==> config.mk <==
export PLATFORM = sky130hd
export DESIGN_NAME = gpio_port_debounce
export DESIGN_NICKNAME = d
export VERILOG_FILES = /design/src/rtl/gpio_dbc_pkg.sv /design/src/rtl/gpio_dbc_sync.sv /design/src/rtl/gpio_dbc_cfg.sv /design/src/rtl/gpio_dbc_pin_filter.sv /design/src/rtl/gpio_port_debounce.sv
export SDC_FILE = /design/constraint.sdc
export NUM_CORES = 1
export LEC_CHECK = 0
export ABC_AREA = 1
export CELL_PAD_IN_SITES_DETAIL_PLACEMENT = 1
export CELL_PAD_IN_SITES_GLOBAL_PLACEMENT = 1
export CORE_MARGIN = 2
export CORE_UTILIZATION = 48
export CTS_BUF_LIST = sky130_fd_sc_hd__clkbuf_4
export CTS_CLUSTER_DIAMETER = 30
export DETAILED_ROUTE_END_ITERATION = 8
export PLACE_DENSITY = 0.92
export REMOVE_ABC_BUFFERS = 1
export SYNTH_ARGS = -nofsm -noshare
export SYNTH_HDL_FRONTEND = slang
export SYNTH_SLANG_ARGS = --single-unit
==> constraint.sdc <==
create_clock -name clk -period 3.6 [get_ports clk]
set_clock_uncertainty 0.05 [all_clocks]
set_input_delay 0.9 -clock clk [delete_from_list [all_inputs] [get_ports clk]]
set_output_delay 0.9 -clock clk [all_outputs]
set_load 0.01 [all_outputs]
==> src/rtl/gpio_dbc_pkg.sv <==
package gpio_dbc_pkg;
   // Which configuration register a write hits
   typedef enum logic [1:0] {
      DBC_TGT_NONE   = 2'd0,
      DBC_TGT_COUNT  = 2'd1,
      DBC_TGT_ENABLE = 2'd2
   } dbc_tgt_e;

   localparam logic [11:0] DBC_COUNT_OFFSET  = 12'h0F0;
   localparam logic [11:0] DBC_ENABLE_OFFSET = 12'h0B0;
endpackage

==> src/rtl/gpio_dbc_sync.sv <==
module gpio_dbc_sync #(
   parameter int WIDTH  = 8,
   parameter int STAGES = 2
) (
   input  logic             clk,
   input  logic             rst_n,
   input  logic [WIDTH-1:0] d_async,
   output logic [WIDTH-1:0] q_sync
);
   logic [WIDTH-1:0] stage_q [STAGES];

   generate
      if (STAGES < 1) begin : g_bad_stages
         $error("gpio_dbc_sync: STAGES must be at least 1");
      end
      for (genvar s = 0; s < STAGES; s++) begin : g_stage
         always_ff @(posedge clk or negedge rst_n) begin
            if (!rst_n) begin
               stage_q[s] <= '0;
            end else if (s == 0) begin
               stage_q[s] <= d_async;
            end else begin
               stage_q[s] <= stage_q[(s > 0) ? s-1 : 0];
            end
         end
      end
   endgenerate

   assign q_sync = stage_q[STAGES-1];
endmodule

==> src/rtl/gpio_dbc_cfg.sv <==
module gpio_dbc_cfg
   import gpio_dbc_pkg::*;
#(
   parameter int          PINS       = 8,
   parameter int          CNT_W      = 8,
   parameter int          ADDR_W     = 12,
   parameter logic [11:0] CNT_OFFSET = DBC_COUNT_OFFSET,
   parameter logic [11:0] ENB_OFFSET = DBC_ENABLE_OFFSET
) (
   input  logic              clk,
   input  logic              rst_n,
   input  logic              wr_en,
   input  logic [ADDR_W-1:0] wr_addr,
   input  logic [2*PINS-1:0] wr_data,
   output logic [CNT_W-1:0]  count_q,
   output logic [PINS-1:0]   enable_q
);
   localparam int WDATA_W = 2 * PINS;

   dbc_tgt_e        tgt;
   logic [PINS-1:0] wmask;
   logic [PINS-1:0] wval;

   generate
      if (CNT_W > WDATA_W) begin : g_bad_cnt
         $error("gpio_dbc_cfg: CNT_W must fit in the write data");
      end
   endgenerate

   assign wmask = wr_data[WDATA_W-1:PINS];
   assign wval  = wr_data[PINS-1:0];

   always_comb begin
      tgt = DBC_TGT_NONE;
      if (wr_en) begin
         if (wr_addr == CNT_OFFSET[ADDR_W-1:0])      tgt = DBC_TGT_COUNT;
         else if (wr_addr == ENB_OFFSET[ADDR_W-1:0]) tgt = DBC_TGT_ENABLE;
      end
   end

   always_ff @(posedge clk or negedge rst_n) begin
      if (!rst_n) begin
         count_q  <= '0;
         enable_q <= '0;
      end else begin
         if (tgt == DBC_TGT_COUNT)  count_q  <= wr_data[CNT_W-1:0];
         if (tgt == DBC_TGT_ENABLE) enable_q <= (enable_q & ~wmask) | (wval & wmask);
      end
   end
endmodule

==> src/rtl/gpio_dbc_pin_filter.sv <==
module gpio_dbc_pin_filter #(
   parameter int CNT_W = 8
) (
   input  logic             clk,
   input  logic             rst_n,
   input  logic             tick,
   input  logic             enable,
   input  logic [CNT_W-1:0] count,
   input  logic             sync_in,
   output logic             filt_q
);
   logic [CNT_W-1:0] timer_q;

   always_ff @(posedge clk or negedge rst_n) begin
      if (!rst_n) begin
         filt_q  <= 1'b0;
         timer_q <= '0;
      end else if (!enable || (sync_in == filt_q)) begin
         // idle, or tracking while disabled: no time is banked
         filt_q  <= sync_in;
         timer_q <= '0;
      end else if (tick) begin
         if (timer_q >= count) begin
            filt_q  <= sync_in;
            timer_q <= '0;
         end else begin
            timer_q <= timer_q + 1'b1;
         end
      end
   end
endmodule

==> src/rtl/gpio_port_debounce.sv <==
module gpio_port_debounce
   import gpio_dbc_pkg::*;
#(
   parameter int          PINS        = 8,
   parameter int          CNT_W       = 8,
   parameter int          ADDR_W      = 12,
   parameter int          SYNC_STAGES = 2,
   parameter bit          DEBOUNCE_EN = 1'b1,
   parameter logic [11:0] CNT_OFFSET  = DBC_COUNT_OFFSET,
   parameter logic [11:0] ENB_OFFSET  = DBC_ENABLE_OFFSET
) (
   input  logic              clk,
   input  logic              rst_n,
   input  logic              tick_ms,
   input  logic              wr_en,
   input  logic [ADDR_W-1:0] wr_addr,
   input  logic [2*PINS-1:0] wr_data,
   input  logic [PINS-1:0]   pin_raw,
   output logic [PINS-1:0]   pin_filt_o,
   output logic [CNT_W-1:0]  dbc_count_o,
   output logic [PINS-1:0]   dbc_enable_o
);
   logic [PINS-1:0]  pin_sync;
   logic [CNT_W-1:0] count_q;
   logic [PINS-1:0]  enable_q;

   generate
      if (PINS < 1 || PINS > 32) begin : g_bad_pins
         $error("gpio_port_debounce: PINS out of range");
      end
      if (ADDR_W > 12 || ADDR_W < 1) begin : g_bad_addr
         $error("gpio_port_debounce: ADDR_W out of range");
      end
   endgenerate

   gpio_dbc_sync #(.WIDTH(PINS), .STAGES(SYNC_STAGES)) u_sync (
      .clk     (clk),
      .rst_n   (rst_n),
      .d_async (pin_raw),
      .q_sync  (pin_sync)
   );

   gpio_dbc_cfg #(
      .PINS(PINS), .CNT_W(CNT_W), .ADDR_W(ADDR_W),
      .CNT_OFFSET(CNT_OFFSET), .ENB_OFFSET(ENB_OFFSET)
   ) u_cfg (
      .clk      (clk),
      .rst_n    (rst_n),
      .wr_en    (wr_en),
      .wr_addr  (wr_addr),
      .wr_data  (wr_data),
      .count_q  (count_q),
      .enable_q (enable_q)
   );

   generate
      if (DEBOUNCE_EN) begin : g_filter
         logic [PINS-1:0] filt_q;
         for (genvar p = 0; p < PINS; p++) begin : g_pin
            gpio_dbc_pin_filter #(.CNT_W(CNT_W)) u_pin (
               .clk     (clk),
               .rst_n   (rst_n),
               .tick    (tick_ms),
               .enable  (enable_q[p]),
               .count   (count_q),
               .sync_in (pin_sync[p]),
               .filt_q  (filt_q[p])
            );
            assign pin_filt_o[p] = enable_q[p] ? filt_q[p] : pin_sync[p];
         end
         assign dbc_count_o  = count_q;
         assign dbc_enable_o = enable_q;
      end else begin : g_bypass
         assign pin_filt_o   = pin_sync;
         assign dbc_count_o  = '0;
         assign dbc_enable_o = '0;
      end
   endgenerate
endmodule

==> summary.txt <==
DRC Markers: 0
Via density: 5.273
Synth Area in Compound Gates: 5.309%
PostCTS Resize Cnt: 0
Largest net degree at the start of global routing: 55
Start of the worst register-to-register path: u_cfg.count_q[7]
Grt total ovfl: 0
HPWL Detailed: 15390 µm
Cell variety after synth: 32
Max-Cap Viols: 0
Seq/Total Area, Yosys: 34.95%
Adder-Cell Fraction of Synth Area: 12.10%
Largest family of logic cells by synthesized area: simple AND/OR/NAND/NOR gates
Rows: 45
Actual slew at the worst max-slew pin: 0.7781 ns
Routed len/inst: 16.17 µm
Routability-driven placement congestion ratio: 0.8676
Chip height: 128.6 µm
Initial antenna violation count: 1
Die width: 128.6 µm
Yosys warning total: 0
Layout cells sized above 1: 11.57%
Post-CTS setup buffer count: 0
Final setup viols: 0
CTS Buf Count: 9
Via count: 6602
Area Overhead vs Synth: 11.51%
Worst hold slack: 0.3222 ns
CP Launch Type: flip-flop
Clock latency on the worst-skew pair: 0.50 ns
Commonest non-fill, non-tap cell in the layout: nand2_1
Longest Clk Path Bufs: 2
Initial core utilization: 48.99%
WP data arrival: 1.88 ns
Routed Wire Length: 20240 µm
Vias in the first global route: 6939
NumNets Final: 1170
Final hold violations: 0
GRT Util Overall: 25.98%
Clock Sinks: 104
Router iterations before antenna repair: 4
Reg clk slew, reported paths: 0.17 ns
Min-Delay Path Class: reg -> reg
Iter 0 DRT Violations: 260
Total die area: 0.01653 mm²
Post-Place Cells: 1235
Worst-path maximum fanout: 6
Run status: finished clean
Post-Synthesis Cells: 998
Cts hold-fix bufs: 0
RSZ-0062 raised after global routing: false
Worst Path Required: 2.65 ns
Most frequent cells in the layout: nand2_1, inv_1, dfrtp_1
ANT nets after route: 0
Post-synthesis xor/xnor area fraction: 0.2352%
Pwr Density: 254.4 mW/mm²
Leakage: 0.004326 µW
DP Area: 0.008188 mm²
Global-route wire length before repair: 33660 µm
Root Driver: clkbuf_4
Input/output buffers: 63
Period utilization: 78.69%
Syn avg cell area: 7.462 µm²
Fin Setup TNS: 0 ns
CTS tree: yes
H-tree depth: 3
Mapped Area: 0.007447 mm²
Setup crit end kind: primary output
Non-Filler Instances: 1252
Fin crit period: 2.833 ns
Crit path kind: reg -> out
Simple-Gate Fraction of Synth Area: 36.16%
R2R depth: 11
Slew Limit Fails: 0
Hold path start: u_sync.stage_q[12]
Hold path cells: 0
F_max: 353.0 MHz
Mux share of post-synthesis cell area: 0%
# IOs: 64
#FFs+latches synth: 104
Final Instance Area: 0.008304 mm²
Slew HR: 48.13%
IR drop worst, VDD: 0.0001687 V
CORE AREA: 0.01520 mm²
==> cells in the mapped netlist <==
cell type  number  area share, %
a21boi_0        1           0.10
nand4_1        10           0.84
nor2_1         69            3.5
a21boi_1        4           0.40
o21ai_1         8           0.54
ha_1           72             12
buf_6           8            1.2
buf_4           9           0.91
nand3b_1        2           0.20
xor2_1          2           0.24
nand3_2         8            1.1
nor3_4          1           0.22
inv_6           1           0.12
inv_2          17           0.86
a21oi_1        18            1.2
nor2_4          6           0.91
a21oi_2         9            1.1
o21ai_0        13           0.87
nand2_1       338             17
o21ai_2         8           0.94
and3_1          1          0.084
nand3_1        64            4.3
nand2_2        14            1.2
nand4_2         7            1.2
o21bai_1        1           0.10
nor2_2         13            1.1
inv_1         162            8.2
o22ai_1         1          0.084
nor3_1          7           0.47
nand2_4        12            1.8
dfrtp_1       104             35
nand4_4         8            2.3
==> flip-flops by register name (all words and copies together) (netlist names), named ones only <==
name and cells:
u_cfg.count_q 8, g_filter.g_pin.u_pin.filt_q 8, u_sync.stage_q 8, g_filter.g_pin.u_pin.timer_q 64, u_sync.q_sync 8
==> critical path: stages (launching register included) <==
cell	delay [ns]
dfrtp_1	0.53
o21ai_0	0.27
clkdlybuf4s50_1	0.58
==> final cells by class <==
cell class              count  area [µm²]
fillers                  1970        6898
multi-input cells         697        4006
flip-flops and latches    104        2603
inverters                 180       680.7
repair buffers             66       663.1
well taps                 188       235.2
clock buffers               9       67.56
clock inverters             7       46.29
diodes                      1       2.502
==> kinds of logic after synthesis <==
group	count (synthesis)
and+or+nand+nor	560
buffers and inverters	197
DFF	104
adders and majority gates	72
AOI/OAI and AO/OA	63
xor gates and xnor gates	2
==> worst paths after layout <==
| path | endpoint | slack (ns) |
|---|---|---|
| setup / recovery | pin_filt_o[2] | 0.77 |
| hold / removal | u_sync.q_sync[4] | 0.32 |
| setup reg to reg | g_filter.g_pin[7].u_pin.timer_q[4] | 1.35 |
| hold reg to reg | u_sync.q_sync[4] | 0.32 |
| max in group asynchronous | g_filter.g_pin[2].u_pin.timer_q[7] | 2.35 |
| min in group asynchronous | g_filter.g_pin[3].u_pin.filt_q | 0.40 |
==> power breakdown <==
group	switching [µW]	internal (µW)	leakage, µW
logic	207	124	0.00291
clock network	426	142	0.0000602
registers	23.4	1190	0.00136
total	656	1460	0.00433
==> per-stage QoR <==
step           setup slack [ns]  utilization [%]  total power (µW)
2_1_floorplan             1.810                -              1416
3_3_place_gp              1.022            53.86              1554
3_5_place_dp             0.9522            53.86              1568
4_1_cts                  0.7252            54.61              2133
5_1_grt                  0.6590            54.63              2209
6_report                 0.7673            54.63              2112
==> routing by layer <==
layer / share of wire (%) / wire, µm / global-route usage (%) / vias up
li1: - / - / - / 3223
met1: 42 / 8586 / 30.73 / 3220
met2: 51 / 10290 / 46.78 / 115
met3: 3.5 / 708 / 5.364 / 44
met4: 3.2 / 652 / 9.335 / 0
met5: 0 / 0 / 0 / -
No activity file was read; power rests on OpenSTA's default activity.
